**config.mk**
```make
export PLATFORM = sky130hd
export DESIGN_NAME = accel_selftest_seq
export DESIGN_NICKNAME = d
export VERILOG_FILES = /design/src/rtl/st_seq_pkg.sv /design/src/rtl/st_seq_acc.sv /design/src/rtl/st_seq_div.sv /design/src/rtl/st_seq_lim.sv /design/src/rtl/accel_selftest_seq.sv
export SDC_FILE = /design/constraint.sdc
export NUM_CORES = 1
export LEC_CHECK = 0
export BUFFER_PORTS_ARGS = -buffer_cell sky130_fd_sc_hd__buf_2
export CORE_ASPECT_RATIO = 1.4
export CORE_MARGIN = 1.5
export CORE_UTILIZATION = 39
export CTS_CLUSTER_DIAMETER = 200
export DETAILED_ROUTE_END_ITERATION = 16
export HOLD_SLACK_MARGIN = 0.15
export PLACE_DENSITY = 0.59
export SETUP_SLACK_MARGIN = 0.2
export SKIP_CTS_REPAIR_TIMING = 1
export SLEW_MARGIN = 20
export SYNTH_ARGS = -nofsm -noshare
export SYNTH_HDL_FRONTEND = slang
export SYNTH_SLANG_ARGS = --single-unit
```
**constraint.sdc**
```tcl
create_clock -name clk -period 7.7 [get_ports clk]
set_input_delay 1.54 -clock clk [delete_from_list [all_inputs] [get_ports clk]]
set_output_delay 1.54 -clock clk [all_outputs]
set_load 0.02 [all_outputs]
```
**src/rtl/st_seq_pkg.sv**
```systemverilog
package st_seq_pkg;

  typedef enum logic [3:0] {
    S_IDLE, S_SETTLE0, S_ACC0, S_DIV0, S_WR_ON,
    S_SETTLE1, S_ACC1, S_WR_OFF, S_DIV1, S_FIN
  } seq_state_t;

  // inclusive signed window test on sign-extended operands
  function automatic logic in_bounds(input logic signed [31:0] v,
                                     input logic signed [31:0] lo,
                                     input logic signed [31:0] hi);
    return (v >= lo) && (v <= hi);
  endfunction

  // magnitude of a sign-extended value
  function automatic logic [31:0] mag32(input logic signed [31:0] v);
    return v[31] ? 32'(-v) : 32'(v);
  endfunction

endpackage

```
**src/rtl/st_seq_acc.sv**
```systemverilog
module st_seq_acc #(
  parameter int NAXIS = 3,
  parameter int W     = 16,
  parameter int ACC_W = 24,
  parameter int NSAMP = 100,
  localparam int CNT_W = $clog2(NSAMP + 1)
) (
  input  logic                   clk,
  input  logic                   rst_n,
  input  logic                   clr,
  input  logic                   en,
  input  logic [NAXIS*W-1:0]     smp,
  output logic [NAXIS*ACC_W-1:0] sums,
  output logic [CNT_W-1:0]       taken,
  output logic                   full
);
  logic take;

  assign full = (taken == CNT_W'(NSAMP));
  assign take = en && !full;

  always_ff @(posedge clk) begin
    if (!rst_n || clr) taken <= '0;
    else if (take)     taken <= taken + 1'b1;
  end

  for (genvar a = 0; a < NAXIS; a++) begin : g_axis
    logic signed [ACC_W-1:0] sum_q;
    logic signed [W-1:0]     s_in;
    assign s_in = $signed(smp[a*W +: W]);
    always_ff @(posedge clk) begin
      if (!rst_n || clr) sum_q <= '0;
      else if (take)     sum_q <= sum_q + ACC_W'(s_in);
    end
    assign sums[a*ACC_W +: ACC_W] = sum_q;
  end

  // once the window is full it stays full until cleared
  p_full_holds_r3: assert property (@(posedge clk) disable iff (!rst_n)
    full && !clr |=> full);

endmodule

```
**src/rtl/st_seq_div.sv**
```systemverilog
module st_seq_div #(
  parameter int ACC_W   = 24,
  parameter int DIVISOR = 100,
  localparam int CW = $clog2(ACC_W + 1),
  localparam int RW = $clog2(DIVISOR) + 1
) (
  input  logic                    clk,
  input  logic                    rst_n,
  input  logic                    go,
  input  logic signed [ACC_W-1:0] dividend,
  output logic signed [ACC_W-1:0] quo,
  output logic                    fin
);
  import st_seq_pkg::*;

  logic [ACC_W-1:0] shreg;
  logic [ACC_W-1:0] mag_q;
  logic [RW-1:0]    rem;
  logic [RW-1:0]    trial;
  logic [CW-1:0]    cnt;
  logic             neg, run, ge;

  assign trial = {rem[RW-2:0], shreg[ACC_W-1]};
  assign ge    = (trial >= RW'(DIVISOR));
  assign quo   = neg ? -$signed(shreg) : $signed(shreg);

  always_ff @(posedge clk) begin
    if (!rst_n) begin
      shreg <= '0; mag_q <= '0; rem <= '0; cnt <= '0;
      neg <= 1'b0; run <= 1'b0; fin <= 1'b0;
    end else begin
      fin <= 1'b0;
      if (go) begin
        shreg <= dividend[ACC_W-1] ? ACC_W'(-dividend) : ACC_W'(dividend);
        mag_q <= dividend[ACC_W-1] ? ACC_W'(-dividend) : ACC_W'(dividend);
        neg   <= dividend[ACC_W-1];
        rem   <= '0;
        cnt   <= '0;
        run   <= 1'b1;
      end else if (run) begin
        shreg <= {shreg[ACC_W-2:0], ge};
        rem   <= ge ? trial - RW'(DIVISOR) : trial;
        cnt   <= cnt + 1'b1;
        if (cnt == CW'(ACC_W - 1)) begin
          run <= 1'b0;
          fin <= 1'b1;
        end
      end
    end
  end

  // quotient magnitude is the floor of |dividend|/DIVISOR, sign follows dividend
  p_div_bounds_r3: assert property (@(posedge clk) disable iff (!rst_n)
    fin |-> (64'(mag32(32'(quo))) * DIVISOR <= 64'(mag_q)) &&
            (64'(mag_q) < (64'(mag32(32'(quo))) + 1) * DIVISOR));
  p_div_sign_r3: assert property (@(posedge clk) disable iff (!rst_n)
    fin && (quo != '0) |-> (quo[ACC_W-1] == neg));

endmodule

```
**src/rtl/st_seq_lim.sv**
```systemverilog
module st_seq_lim #(
  parameter int NAXIS = 3,
  parameter int W     = 16,
  parameter int DW    = 17
) (
  input  logic [NAXIS*DW-1:0] d,
  input  logic [NAXIS*W-1:0]  lo,
  input  logic [NAXIS*W-1:0]  hi,
  output logic [NAXIS-1:0]    ok
);
  import st_seq_pkg::*;

  for (genvar a = 0; a < NAXIS; a++) begin : g_axis
    logic signed [DW-1:0] dv;
    logic signed [W-1:0]  lv, hv;
    assign dv = $signed(d[a*DW +: DW]);
    assign lv = $signed(lo[a*W +: W]);
    assign hv = $signed(hi[a*W +: W]);
    assign ok[a] = in_bounds(32'(dv), 32'(lv), 32'(hv));
  end

endmodule

```
**src/rtl/accel_selftest_seq.sv**
```systemverilog
module accel_selftest_seq #(
  parameter int          NAXIS      = 3,
  parameter int          W          = 16,
  parameter int          NSAMP      = 100,
  parameter int          SETTLE_CYC = 110000,
  parameter logic [7:0]  CFG_ADDR   = 8'h31,
  parameter logic [7:0]  CFG_MODE   = 8'h0B,
  parameter int          ST_BIT     = 7,
  localparam int DW    = W + 1,
  localparam int ACC_W = (W + $clog2(NSAMP) + 1 > 24) ? W + $clog2(NSAMP) + 1 : 24,
  localparam int SW    = $clog2(SETTLE_CYC + 1),
  localparam int CNT_W = $clog2(NSAMP + 1)
) (
  input  logic                clk,
  input  logic                rst_n,
  input  logic                start,
  input  logic                smp_valid,
  input  logic [NAXIS*W-1:0]  smp_data,
  output logic                wr_req,
  output logic [7:0]          wr_addr,
  output logic [7:0]          wr_data,
  input  logic                wr_ack,
  input  logic [NAXIS*W-1:0]  lim_lo,
  input  logic [NAXIS*W-1:0]  lim_hi,
  output logic                busy,
  output logic                done,
  output logic [NAXIS*DW-1:0] delta,
  output logic [NAXIS-1:0]    axis_pass
);
  import st_seq_pkg::*;

  localparam logic [7:0] CFG_ST = CFG_MODE | (8'h01 << ST_BIT);

  seq_state_t st, nxt;
  logic [SW-1:0]          scnt;
  logic                   in_settle, settle_end;
  logic                   acc_en, acc_full;
  logic [CNT_W-1:0]       acc_taken;
  logic [NAXIS*ACC_W-1:0] sums;
  logic                   div_go;
  logic [NAXIS-1:0]       div_fin;
  logic                   all_fin;
  logic [NAXIS*DW-1:0]    delta_nxt;
  logic [NAXIS-1:0]       pass_nxt;

  // named events
  assign in_settle  = (st == S_SETTLE0) || (st == S_SETTLE1);
  assign settle_end = in_settle && (scnt == SW'(SETTLE_CYC - 1));
  assign acc_en     = smp_valid && ((st == S_ACC0) || (st == S_ACC1));
  assign div_go     = ((st == S_ACC0) && acc_full) || ((st == S_WR_OFF) && wr_ack);
  assign all_fin    = &div_fin;

  always_comb begin
    nxt = st;
    unique case (st)
      S_IDLE:    if (start)      nxt = S_SETTLE0;
      S_SETTLE0: if (settle_end) nxt = S_ACC0;
      S_ACC0:    if (acc_full)   nxt = S_DIV0;
      S_DIV0:    if (all_fin)    nxt = S_WR_ON;
      S_WR_ON:   if (wr_ack)     nxt = S_SETTLE1;
      S_SETTLE1: if (settle_end) nxt = S_ACC1;
      S_ACC1:    if (acc_full)   nxt = S_WR_OFF;
      S_WR_OFF:  if (wr_ack)     nxt = S_DIV1;
      S_DIV1:    if (all_fin)    nxt = S_FIN;
      S_FIN:                     nxt = S_IDLE;
      default:                   nxt = S_IDLE;
    endcase
  end

  always_ff @(posedge clk) begin
    if (!rst_n) begin
      st   <= S_IDLE;
      scnt <= '0;
    end else begin
      st   <= nxt;
      scnt <= in_settle ? scnt + 1'b1 : '0;
    end
  end

  assign wr_req  = (st == S_WR_ON) || (st == S_WR_OFF);
  assign wr_addr = wr_req ? CFG_ADDR : 8'h00;
  assign wr_data = (st == S_WR_ON) ? CFG_ST : ((st == S_WR_OFF) ? CFG_MODE : 8'h00);
  assign busy    = (st != S_IDLE);
  assign done    = (st == S_FIN);

  st_seq_acc #(.NAXIS(NAXIS), .W(W), .ACC_W(ACC_W), .NSAMP(NSAMP)) u_acc (
    .clk(clk), .rst_n(rst_n), .clr(settle_end), .en(acc_en),
    .smp(smp_data), .sums(sums), .taken(acc_taken), .full(acc_full)
  );

  for (genvar a = 0; a < NAXIS; a++) begin : g_axis
    logic signed [ACC_W-1:0] quo;
    logic signed [ACC_W-1:0] avg_off;
    logic signed [ACC_W-1:0] diff;
    logic signed [DW-1:0]    delta_q;

    st_seq_div #(.ACC_W(ACC_W), .DIVISOR(NSAMP)) u_div (
      .clk(clk), .rst_n(rst_n), .go(div_go),
      .dividend($signed(sums[a*ACC_W +: ACC_W])),
      .quo(quo), .fin(div_fin[a])
    );

    assign diff = quo - avg_off;
    assign delta_nxt[a*DW +: DW] = DW'(diff);

    always_ff @(posedge clk) begin
      if (!rst_n) begin
        avg_off <= '0;
        delta_q <= '0;
      end else begin
        if ((st == S_DIV0) && all_fin) avg_off <= quo;
        if ((st == S_DIV1) && all_fin) delta_q <= DW'(diff);
      end
    end
    assign delta[a*DW +: DW] = delta_q;
  end

  st_seq_lim #(.NAXIS(NAXIS), .W(W), .DW(DW)) u_lim (
    .d(delta_nxt), .lo(lim_lo), .hi(lim_hi), .ok(pass_nxt)
  );

  always_ff @(posedge clk) begin
    if (!rst_n)                         axis_pass <= '0;
    else if ((st == S_DIV1) && all_fin) axis_pass <= pass_nxt;
  end

  // a pending write holds its request, address and data until acknowledged
  p_wr_hold_r4: assert property (@(posedge clk) disable iff (!rst_n)
    wr_req && !wr_ack |=> wr_req && $stable(wr_addr) && $stable(wr_data));
  // samples during a settle wait do not advance the window count
  p_settle_ignores_r2: assert property (@(posedge clk) disable iff (!rst_n)
    in_settle && smp_valid |=> (acc_taken == $past(acc_taken)) || (acc_taken == '0));
  // completion strobe is a single cycle and the block is idle after it
  p_done_pulse_r9: assert property (@(posedge clk) disable iff (!rst_n)
    done |=> !done && !busy);
  // a start seen mid-run never re-enters the first settle wait
  p_start_ignored_r10: assert property (@(posedge clk) disable iff (!rst_n)
    start && (st != S_IDLE) && (st != S_SETTLE0) |=> (st != S_SETTLE0));
  // the restoring write happens before the result strobe
  p_off_before_done_r6: assert property (@(posedge clk) disable iff (!rst_n)
    $rose(done) |-> $past(st) == S_DIV1);

endmodule

```
# [Word level (Yosys, flattened, before mapping)]
# Cells that the tools add are included.
# W data, S select, Z words.
[op_classes] n_addsub=20 n_lt_le_gt_ge=9 n_eq_ne=23 mux=40 bitwise_logic=4 n_reduce_logical=29
[op_table] operator="$mux W24" n=9
[op_table] operator="$add A24 B16 Y24" n=3
[op_table] operator="$neg A24 Y24" n=3
[op_table] operator="$ge A17 B16 Y1" n=3
[op_table] operator="$le A17 B16 Y1" n=3
[op_table] operator="$mux W17" n=3
[op_table] operator="$neg A17 Y17" n=3
[op_table] operator="$sub A17 B17 Y17" n=3
[op_table] operator="$mux W4" n=10
[op_table] operator="$pmux W4 S9" n=1
[op_table] operator="$ge A8 B7 Y1 const B" n=3
[op_table] operator="$mux W7" n=3
[op_table] operator="$sub A7 B7 Y7 const B" n=3
[op_table] operator="$add A17 B1 Y17 const B" n=1
[op_table] operator="$eq A17 B17 Y1 const B" n=1
[op_table] operator="$eq A4 B3 Y1 const B" n=4
[op_table] operator="$add A5 B1 Y5 const B" n=3
[op_table] operator="$eq A5 B5 Y1 const B" n=3
[op_table] operator="$ne A2 B2 Y1 const B" n=7
[op_table] operator="$mux W1" n=12
[op_table] operator="$logic_and A1 B1 Y1" n=10
[op_table] operator="$reduce_and A9 Y1" n=1
[op_table] operator="$reduce_or A3 Y1" n=3
[op_table] operator="$eq A4 B2 Y1 const B" n=2
[op_table] operator="16 further kinds" n=28
[totals] ff_bits=322 out_inout_bits=73

# [Logic depth before layout (Yosys ltp)]
# Gate-level depths: netlist of the first run.
[logic_depth] ltp_word=5 depth_mapped=22 depth_no_buf=22

# [Cells and area by module]
# From an unflattened synthesis of the first run, not the netlist that was laid out.
[hier_totals] cells_unflattened=3217 hier_area_um2=25017.7
[modules_own_cells] mod="st_seq_div" n_inst=3 cells_per_inst=359 area_per_inst_um2=2886.5 seq_area_each_um2=780.7
[modules_own_cells] mod="accel_selftest_seq" n_inst=1 cells_per_inst=964 area_per_inst_um2=7338.3 seq_area_each_um2=2522.4
[modules_own_cells] mod="st_seq_acc" n_inst=1 cells_per_inst=821 area_per_inst_um2=6427.4 seq_area_each_um2=1581.5
[modules_own_cells] mod="st_seq_lim" n_inst=1 cells_per_inst=355 area_per_inst_um2=2592.5 seq_area_each_um2=0.0

# [Least setup slack after synthesis of the first run]
# Ideal clock, no wire load.
[synth_path] path_type="register -> register" startpoint="register g_axis[0].u_div.shreg[0]" endpoint="register axis_pass[0]" setup_time_ns=0.087 t_arrival_ns=4.200 slack_ns=3.413 stages_incl_launch_ff=22 n_path_buf=0 path_cell_list="dfxtp_1 > inv_1 > ha_1 > mux2i_1 > inv_1 > ha_1 > nor2b_1 > nor3_1 > o21bai_1 > a2111oi_0 > o21ai_0 > a221o_1 > a221o_1 > xor2_1 > ha_1 > nand3_1 > nor2_1 > o31ai_1 > o211ai_1 > nand3_1 > o2111ai_1 > o31ai_1"
[synth_between] elab_chain_len=5
[synth_rtl] element="from (decl)" line="st_seq_div.sv:16" source="logic [ACC_W-1:0] shreg;"
[synth_rtl] element="from (signal assigned)" line="st_seq_div.sv:34" source="shreg <= dividend[ACC_W-1] ? ACC_W'(-dividend) : ACC_W'(dividend);"
[synth_rtl] element="from (signal assigned)" line="st_seq_div.sv:41" source="shreg <= {shreg[ACC_W-2:0], ge};"
[synth_rtl] element="$neg A17 Y17 (*)" line="st_seq_div.sv:25" source="assign quo = neg ? -$signed(shreg) : $signed(shreg);"
[synth_rtl] element="$mux W17 (*)" line="st_seq_div.sv:25"
[synth_rtl] element="net g_axis[0].quo[1]" line="accel_selftest_seq.sv:92" source="logic signed [ACC_W-1:0] quo;"
[synth_rtl] element="$sub A17 B17 Y17 (*)" line="accel_selftest_seq.sv:103" source="assign diff = quo - avg_off;"
[synth_rtl] element="net g_axis[0].diff[15]" line="accel_selftest_seq.sv:94" source="logic signed [ACC_W-1:0] diff;"
[synth_rtl] element="$ge A17 B16 Y1 / $le A17 B16 Y1 (equally long branches)" line="st_seq_pkg.sv:12" source="return (v >= lo) && (v <= hi);"
[synth_rtl] element="$logic_and A1 B1 Y1 (*)" line="st_seq_pkg.sv:12"
[synth_rtl] element="to (signal assigned)" line="accel_selftest_seq.sv:124" source="else if ((st == S_DIV1) && all_fin) axis_pass <= pass_nxt;"
[synth_rtl] element="to (decl)" line="accel_selftest_seq.sv:28" source="output logic [NAXIS-1:0] axis_pass"
# The timed path passes the listed nets; every way through them passes the cells marked *.
# A chain may end at the register's enable or synchronous reset.

# [Worst setup path in the final report of the first run]
# Ends and elaborated chain as after synthesis.

==> results of run 1 <==
-- Yosys cell counts, types with 16 or more instances --
cell type	number
nand2_1	472
dfxtp_1	322
ha_1	237
inv_1	202
a21oi_1	174
nor2_1	167
xnor2_1	149
o21ai_0	136
clkbuf_1	117
xor2_1	97
mux2i_1	83
o211a_1	78
a21o_1	67
a21boi_0	57
and3_1	56
nand3_1	54
o31ai_1	39
nor3_1	35
nand2b_1	31
nand4_1	31
o211ai_1	31
a211oi_1	29
nor2b_1	24
o21a_1	21
or3_1	20
a31oi_1	17
or4_1	16
-- report_power, final --
part	total, mW	switching (mW)	internal [mW]
registers	1.90	0.138	1.76
logic	2.92	1.68	1.23
clock network	1.91	0.732	1.18
-- state kept, by name, indices dropped and copies added, names as in the netlist --
| name | flops |
|---|---|
| st | 4 |
| scnt | 17 |
| g_axis.u_div.run | 3 |
| g_axis.delta_q | 51 |
| g_axis.avg_off | 51 |
| g_axis.u_div.neg | 3 |
| g_axis.u_div.rem | 21 |
| u_acc.g_axis.sum_q | 72 |
| g_axis.u_div.cnt | 15 |
| g_axis.u_div.fin | 3 |
| g_axis.u_div.shreg | 72 |
| axis_pass | 3 |
| u_acc.taken | 7 |
-- layout make-up --
cell class | count | area, µm²
Antenna cell | 1 | 2.50
Inverter | 202 | 758
Sequential cell | 322 | 6450
Tap cell | 749 | 937
Timing Repair Buffer | 223 | 1150
Clock inverter | 12 | 200
Fill cell | 5869 | 32600
Multi-Input combinational cell | 2269 | 15500
Clock buffer | 52 | 1110
-- cell families (layout without fill, tap and decap cells) --
kind of cell	Yosys count	after routing	synth area share, %
muxes	88	88	3.82
DFF	322	322	27.7
xor gates and xnor gates	246	246	9.27
AOI/OAI and AO/OA	716	716	21.0
other	1	10	0.0161
buffers and inverters	343	489	5.78
and+or+nand+nor	967	967	19.1
adders and majority gates	243	243	13.3
-- path summary, 6_finish.rpt --
check | from | endpoint | slack (ns) | depth (start not counted)
worst max-delay path | g_axis[0].u_div.shreg[0]$_SDFFE_PN0P_ | axis_pass[0]$_SDFFE_PN0P_ | 2.77 | 21
worst min-delay path | g_axis[1].delta_q[15]$_SDFFE_PN0P_ | g_axis[1].delta_q[15]$_SDFFE_PN0P_ | 0.46 | 2
worst min register to register | g_axis[1].delta_q[15]$_SDFFE_PN0P_ | g_axis[1].delta_q[15]$_SDFFE_PN0P_ | 0.46 | 2
worst max register to register | g_axis[0].u_div.shreg[0]$_SDFFE_PN0P_ | axis_pass[0]$_SDFFE_PN0P_ | 2.77 | 21
-- per-stage QoR --
step / hold WS [ns] / instances / worst slack, ns / utilization [%] / total power [mW]
2_1_floorplan: 0.430 / 2934 / 3.41 / - / 4.14
3_3_place_gp: 0.440 / 3765 / 2.87 / 42.3 / 4.73
3_5_place_dp: 0.452 / 3765 / 2.86 / 42.3 / 4.84
4_1_cts: 0.465 / 3829 / 2.82 / 44.5 / 6.80
5_1_grt: 0.479 / 3829 / 2.36 / 44.5 / 7.27
6_report: 0.460 / 3830 / 2.77 / 44.5 / 6.72
-- worst max-delay path: cells and delay by family, from the launching register on --
family                     cells  cell delay (ns)
muxes                          1             0.29
adders and majority gates      3             0.86
AOI/OAI and AO/OA              9             2.26
buffers and inverters          2             0.18
xor gates and xnor gates       1             0.23
and+or+nand+nor                5             0.63
DFF                            1             0.39
-- per-layer routing --
layer	GRT usage (%)	up-vias	routed length, µm
met5	0	-	13
met4	5.27	2	1370
met3	2.55	78	2250
met2	32.2	364	27200
met1	24.5	9509	27800
li1	-	10500	-
==> impl_metrics.tcl, run 1 <==
set metrics [dict create \
    synth_top_area_share_pct 27.7 \
    clkLatencyLatePin_ns 0.54 \
    first_global_vias 19900 \
    required_ns 8.14 \
    final_cell_mix "nand2_1, dfxtp_1, ha_1, buf_2, inv_1" \
    cap_violations 0 \
    root_buffer "clkbuf_16" \
    vias 20400 \
    min_period_ns 4.93 \
    drive_gt1_share_pct 10.4 \
    drc_errors 0 \
    area_growth_pct 12.5 \
    slew_headroom_pct 28.3 \
    endpoint_kind "register" \
    hold_violations 0 \
    synth_ff_type "dfxtp_1" \
    synth-edff-count 0 \
    groute.usage.overall_pct 18.8 \
    p_leak_nw 12.7 \
    globalRouteOverflowTotal 0 \
    die_area_um2 61100 \
    placed_area_um2 24800 \
    rows 105 \
    synth.largest_area_cell "dfxtp_1" \
    drt-wirelength-per-cell_um 15.3 \
    setup_violations 0 \
    totalWireLength_um 58700 \
    numPortBuffers 212 \
    slowest_stage "a2111oi_0" \
    cp-start-kind "register" \
    grt_max_degree 128 \
    path_class "reg -> reg" \
    cp.arrival_ns 5.37 \
    cts_tree "yes" \
    p_per_area_nw_per_um2 257 \
    dieHeight_um 292 \
    place_congestion 0.888 \
    tightest_slew_ns 1.08 \
    core_um2 58700 \
    finalSetupTns_ns 0 \
    ys_async_sr_fraction_pct 0 \
    fin_crit_sh_pct 64.0 \
    rsz0062_at_grt "false" \
    antenna_found_initial 2 \
    cp_max_fo 5 \
    ys.warnings.count 0 \
    dp_hpwl_um 44300 \
    path_cells "inv_1 -> ha_1 -> mux2i_1 -> inv_1 -> ha_1 -> nor2b_1 -> nor3_1 -> o21bai_1 -> a2111oi_0 -> o21ai_0 -> a221o_1 -> a221o_1 -> xor2_1 -> ha_1 -> nand3_1 -> nor2_1 -> o31ai_1 -> o211ai_1 -> nand3_1 -> o2111ai_1 -> o31ai_1" \
    ys_types 74 \
    synth-seq-area-share_pct 27.7 \
    ir_drop_uv 154 \
    grt_pass1_wl_um 97200 \
    initial_core_util_pct 39.6 \
    synthCells 2926 \
    clk_pin_slew_ns 0.06 \
    drt-initial-drc-count 817 \
    clock_path_buffers 3 \
    cts_made_buffers 37 \
    first_pass_iters 5 \
    synth_area_leaders "dfxtp_1, ha_1, nand2_1" \
    antenna_left 0 \
    max_stage_delay_ns 0.54 \
    finClkSkew_ns 0.0208 \
    status "completed" \
    clock.fmax_ghz 0.203 \
    syn_area_um2 23200 \
    synth_seq_cells 322 \
    finalNetCount 3447 \
    avgSynthCellArea_um2 7.95 \
    slew_viol_final 0 \
    htree_levels 2 \
    fp.dieW_um 209 \
    layout_commonest_cell "nand2_1" \
    clkSinkCount 322 \
    via_per_inst 5.34 \
    hold_path_class "reg -> reg" \
    crit_path_frequent_cell "ha_1" \
    io_pins 222 \
    fin_area_um2 26100 \
]
Power figures use the tool's default switching activity.
==> run 2, diff against run 1 <==
Settings changed: ABC_AREA from default to 1.
Clock period 7.7 ns to 5.1 ns, I/O delays scaled along.
==> impl_metrics.tcl, run 2 <==
set metrics [dict create \
    status "completed" \
    clock.fmax_ghz 0.248 \
    dp_hpwl_um 56700 \
    htree_levels 2 \
    hold_path_class "reg -> reg" \
    root_buffer "clkbuf_16" \
    drt-initial-drc-count 1303 \
    synth-seq-area-share_pct 25.0 \
    finalNetCount 4622 \
    finClkSkew_ns 0.0154 \
    r2r_start "g_axis[1].u_div.shreg[0]$_SDFFE_PN0P_" \
    tightest_slew_ns 0.921 \
    layout_commonest_cell "nand2_1" \
    cp_max_fo 5 \
    cp-start-kind "register" \
    reg2reg_depth 28 \
    synth-edff-count 0 \
    grt_max_degree 78 \
    crit_path_frequent_cell "nand2_1" \
    via_per_inst 4.93 \
    r2r-end "axis_pass[1]$_SDFFE_PN0P_" \
    synth_area_leaders "dfxtp_1, nand2_1, ha_1" \
    cp.arrival_ns 4.52 \
    p_leak_nw 14.9 \
    p_per_area_nw_per_um2 321 \
    synth-compound-area-share_pct 16.9 \
    synth.largest_area_cell "dfxtp_1" \
    synth_top_area_share_pct 25.0 \
    synthCells 4085 \
    synth_mux_area_share_pct 0 \
    vias 25200 \
    worstHoldStart "scnt[0]$_SDFF_PN0_" \
    avgSynthCellArea_um2 6.31 \
    antenna_cells 0 \
    ys.warnings.count 0 \
    clkSinkCount 322 \
    rsz0062_at_grt "false" \
    synth_top_family_by_area "simple AND/OR/NAND/NOR gates" \
    ys_types 56 \
    cap_violations 0 \
    cts_made_buffers 39 \
    min_period_ns 4.04 \
    first_pass_iters 5 \
    groute.usage.overall_pct 21.3 \
    core_um2 65400 \
    hold_violations 0 \
    numPortBuffers 212 \
    min_to "scnt[0]$_SDFF_PN0_" \
    io_pins 222 \
    antenna_left 0 \
    setup_violations 0 \
    slew_headroom_pct 38.6 \
    syn_area_um2 25800 \
    yosys.area_share.simple_pct 28.3 \
    slew_viol_final 0 \
    dieHeight_um 307 \
    place_congestion 0.892 \
    synth_common_cells "nand2_1, inv_1, nor2_1, a21oi_1, dfxtp_1" \
    cts_tree "yes" \
    totalWireLength_um 72600 \
    antenna_found_initial 1 \
    hold_depth 1 \
    fin_crit_sh_pct 79.2 \
    clock_path_buffers 3 \
    rows 111 \
    clk_pin_slew_ns 0.06 \
    dp_worst_setup_slack_ns 1.06 \
    rrSetupSlack_ns 1.06 \
    drt-wirelength-per-cell_um 14.2 \
    clkLatencyLatePin_ns 0.56 \
    synth_ff_type "dfxtp_1" \
    max_stage_delay_ns 0.33 \
    globalRouteOverflowTotal 0 \
    first_global_vias 24100 \
    synth_most_common_cell "nand2_1" \
    endpoint_kind "register" \
    slowest_stage "ha_1" \
    final_cell_mix "nand2_1, inv_1, nor2_1, a21oi_1, dfxtp_1" \
    synth_seq_cells 322 \
    required_ns 5.58 \
    grt_pass1_wl_um 118000 \
    ys_async_sr_fraction_pct 0 \
    synth-xor-area-share_pct 5.78 \
    ir_drop_uv 211 \
    area_growth_pct 11.2 \
    setup_slack_ns 1.06 \
    reg.largest.list "g_axis.u_div.shreg (72), u_acc.g_axis.sum_q (72)" \
    initial_core_util_pct 39.4 \
    drive_gt1_share_pct 7.82 \
    finalSetupTns_ns 0 \
    path_class "reg -> reg" \
    drc_errors 0 \
    fp.dieW_um 220 \
    yosys.area_share.adder_pct 12.0 \
    die_area_um2 67700 \
]
## run 2: report_power, final
group          leakage, nW  switching [mW]  total (mW)  internal (mW)
Clock                0.644            1.19        2.91           1.73
Sequential            2.60           0.191        2.85           2.66
Combinational         11.6            2.23        3.44           1.20
Total                 14.9            3.61        9.20           5.59
## run 2: stage by stage
step           cell area, µm²  instances  util (%)  power [mW]  hold slack, ns
4_1_cts                 28700       5106      43.8        9.30           0.448
3_5_place_dp            27400       5036      41.8        6.33           0.436
6_report                28700       5106      43.8        9.20           0.439
3_3_place_gp            27400       5036      41.8        6.32           0.429
5_1_grt                 28700       5106      43.8        9.93           0.472
2_1_floorplan           25800       4093         -        5.49           0.413
## run 2: area by class of cell
cell class,instances,area (µm²)
fillers,7103,36700
multi-input cells,2998,16300
flip-flops and latches,322,6450
inverters,643,2420
repair buffers,226,1180
well taps,847,1060
clock buffers,48,1050
clock inverters,22,262
## run 2: how the worst max path moves through the flow
stage	end	slack, ns	startpoint	cells past startpoint
floorplan	axis_pass[1]$_SDFFE_PN0P_	1.64	g_axis[1].u_div.shreg[0]$_SDFFE_PN0P_	28
global placement	axis_pass[2]$_SDFFE_PN0P_	1.19	g_axis[2].u_div.shreg[0]$_SDFFE_PN0P_	24
detailed placement	axis_pass[1]$_SDFFE_PN0P_	1.06	g_axis[1].u_div.shreg[0]$_SDFFE_PN0P_	28
CTS	axis_pass[1]$_SDFFE_PN0P_	1.03	g_axis[1].u_div.shreg[0]$_SDFFE_PN0P_	28
global route	axis_pass[1]$_SDFFE_PN0P_	0.45	g_axis[1].u_div.shreg[0]$_SDFFE_PN0P_	28
finish	axis_pass[1]$_SDFFE_PN0P_	1.06	g_axis[1].u_div.shreg[0]$_SDFFE_PN0P_	28
## run 2: metal layers
layer	global-route usage, %	wire (µm)	share of wire [%]	up-vias
met5	0	12	0.017	-
met4	5.77	1660	2.3	2
met3	2.50	2860	3.9	94
met2	36.8	33700	46	455
met1	27.6	34400	47	11200
li1	-	-	-	13500
## run 2: cells by family after synthesis
| logic type | after synthesis |
|---|---|
| and+or+nand+nor | 1756 |
| AOI/OAI and AO/OA | 820 |
| buffers and inverters | 773 |
| DFF | 322 |
| adders and majority gates | 243 |
| xor gates and xnor gates | 170 |
| other | 1 |
## run 2: worst max-delay path, delay by kind of cell (launching register included)
kind                     cells  cell delay, ns
AND/OR/NAND/NOR             16            1.70
adder cells (fa/ha/maj)      3            0.86
AO/OA/AOI/OAI                4            0.57
buffers and inverters        4            0.33
flip-flops                   1            0.31
XOR/XNOR                     1            0.17
==> run 3, diff against run 2 <==
Settings changed: ABC_AREA 1 to 0, PLACE_DENSITY 0.59 to 0.62.
Clock period 5.1 ns to 3.6 ns, I/O delays scaled along.
==> impl_metrics.tcl, run 3 (synthesized netlist as in run 1, its figures left out) <==
set metrics [dict create \
    p_leak_nw 14.2 \
    clock_path_buffers 3 \
    grt_pass1_wl_um 96700 \
    combPwrFrac_pct 51.0 \
    dp_hpwl_um 44400 \
    grt_max_degree 102 \
    rsz0062_at_grt "true" \
    total_power_mw 15.8 \
    antenna_found_initial 5 \
    ir_drop_uv 301 \
    reg.largest.list "g_axis.u_div.shreg (72), u_acc.g_axis.sum_q (72)" \
    finalNetCount 3705 \
    drive_gt1_share_pct 21.1 \
    clock.fmax_ghz 0.237 \
    totalWireLength_um 58600 \
    use_met2_pct 32.2 \
    groute.usage.overall_pct 18.7 \
    slowest_stage "or4_4" \
    layout_commonest_cell "nand2_1" \
    fp.dieW_um 209 \
    top_usage_layer "met2" \
    tightest_slew_ns 1.09 \
    path_cells "nor3_2 -> nand3_1 -> or4_4 -> o41ai_4 -> xnor2_1 -> ha_1 -> or2_4 -> nand4_1 -> o41a_1 -> o21ai_1 -> xor2_1 -> ha_1 -> a21o_1 -> a211oi_2 -> o211ai_1 -> nand3_1 -> o2111ai_1 -> o31ai_1" \
    antenna_left 0 \
    hold_violations 0 \
    use_met3_pct 2.58 \
    endpoint_kind "register" \
    cp.arrival_ns 4.65 \
    fin_crit_sh_pct 117 \
    power.switching_mw 5.83 \
    root_buffer "clkbuf_16" \
    core_um2 58700 \
    clkSinkCount 322 \
    multi_input_area_um2 16300 \
    min_period_ns 4.21 \
    fin_util_pct 49.0 \
    vias 20800 \
    status "finished, violations left" \
    use_met1_pct 24.6 \
    globalRouteOverflowTotal 0 \
    setup_violations 3 \
    initial_core_util_pct 39.6 \
    slew_viol_final 0 \
    dieHeight_um 292 \
    cts_made_buffers 37 \
    violations "setup timing" \
    first_pass_iters 5 \
    drt-wirelength-per-cell_um 14.3 \
    clk_pin_slew_ns 0.06 \
    seqPwrFrac_pct 25.7 \
    final_cell_mix "nand2_1, dfxtp_1, buf_4, ha_1, buf_2" \
    io_pins 222 \
    sw_frac_of_total_pct 37.0 \
    cp-start-kind "register" \
    numPortBuffers 212 \
    cts_tree "yes" \
    slew_headroom_pct 27.1 \
    via_per_inst 5.10 \
    path_class "reg -> reg" \
    die_area_um2 61100 \
    finClkSkew_ns 0.0215 \
    seq_area_um2 6460 \
    crit_family "compound AO/OA/AOI/OAI gates" \
    hold_path_class "reg -> reg" \
    drc_errors 0 \
    power_frac_clock_pct 23.3 \
    cap_violations 0 \
    p_per_area_nw_per_um2 548 \
    required_ns 4.04 \
    p_int_mw 9.93 \
    max_stage_delay_ns 0.55 \
    drt-initial-drc-count 1067 \
    clkLatencyLatePin_ns 0.54 \
    place_congestion 0.856 \
    area_growth_pct 23.8 \
    cp_num_buf_inv 0 \
    cp_max_fo 3 \
    first_global_vias 19900 \
    htree_levels 2 \
    rows 105 \
    setup_slack_ns -0.611 \
    fillers 5748 \
]
[run 3: cell types whose count changed in the layout (fill, tap and decap cells not counted), moves of 168 or more]
cell	previous run	this run
nand3_1	232	49
inv_1	628	197
nor2_1	423	159
a21oi_1	418	156
buf_4	13	262
o21ai_0	289	121
nand2_1	938	466
[run 3: stage by stage]
stage | instance area, µm² | worst slack (ns) | setup TNS (ns) | hold WS, ns | cells
3_5_place_dp | 26900 | -0.609 | -1.45 | 0.452 | 4007
6_report | 28800 | -0.611 | -1.15 | 0.456 | 4088
3_3_place_gp | 26900 | -0.526 | -1.24 | 0.442 | 4007
2_1_floorplan | 23500 | -0.357 | -0.511 | 0.430 | 2934
4_1_cts | 28100 | -0.634 | -1.53 | 0.460 | 4071
5_1_grt | 28800 | -0.853 | -1.99 | 0.474 | 4088
[run 3: power by group through the flow]
| stage | registers (mW) | clock network (mW) | logic [mW] |
|---|---|---|---|
| floorplan | 3.99 | 0 | 5.04 |
| global placement | 4.12 | 0 | 7.41 |
| detailed placement | 4.13 | 0 | 7.48 |
| CTS | 4.05 | 3.79 | 7.53 |
| global route | 4.08 | 3.91 | 9.05 |
| finish | 4.05 | 3.67 | 8.04 |
[run 3: layer usage]
metal | routed length, µm | part of all wire (%)
met1 | 28200 | 48
met2 | 27300 | 47
met3 | 2020 | 3.4
met4 | 1110 | 1.9
met5 | 13 | 0.022
[run 3: path summary, 6_finish.rpt]
| check | start | end | slack, ns | cells after the start |
|---|---|---|---|---|
| setup / recovery | g_axis[0].u_div.shreg[4]$_SDFFE_PN0P_ | axis_pass[0]$_SDFFE_PN0P_ | -0.61 | 18 |
| setup reg to reg | g_axis[0].u_div.shreg[4]$_SDFFE_PN0P_ | axis_pass[0]$_SDFFE_PN0P_ | -0.61 | 18 |
| hold reg to reg | g_axis[2].u_div.rem[6]$_SDFFE_PP0P_ | g_axis[2].u_div.rem[6]$_SDFFE_PP0P_ | 0.46 | 2 |
| hold / removal | g_axis[2].u_div.rem[6]$_SDFFE_PP0P_ | g_axis[2].u_div.rem[6]$_SDFFE_PP0P_ | 0.46 | 2 |
[run 3: worst reg2reg max path, stage by stage, from the launching register on]
cell,delay [ns]
dfxtp_2,0.32
nor3_2,0.20
nand3_1,0.13
or4_4,0.55
o41ai_4,0.23
xnor2_1,0.15
ha_1,0.34
or2_4,0.13
nand4_1,0.09
o41a_1,0.37
o21ai_1,0.17
xor2_1,0.23
ha_1,0.29
a21o_1,0.20
a211oi_2,0.21
o211ai_1,0.10
nand3_1,0.09
o2111ai_1,0.12
o31ai_1,0.24
[run 3: final cells by class]
class | count | share of cell area (%)
Inverter | 202 | 2.64
Antenna cell | 1 | 0.00870
Clock buffer | 50 | 3.60
Timing Repair Buffer | 481 | 11.0
Tap cell | 749 | 3.26
Clock inverter | 14 | 0.391
Multi-Input combinational cell | 2269 | 56.6
Sequential cell | 322 | 22.5
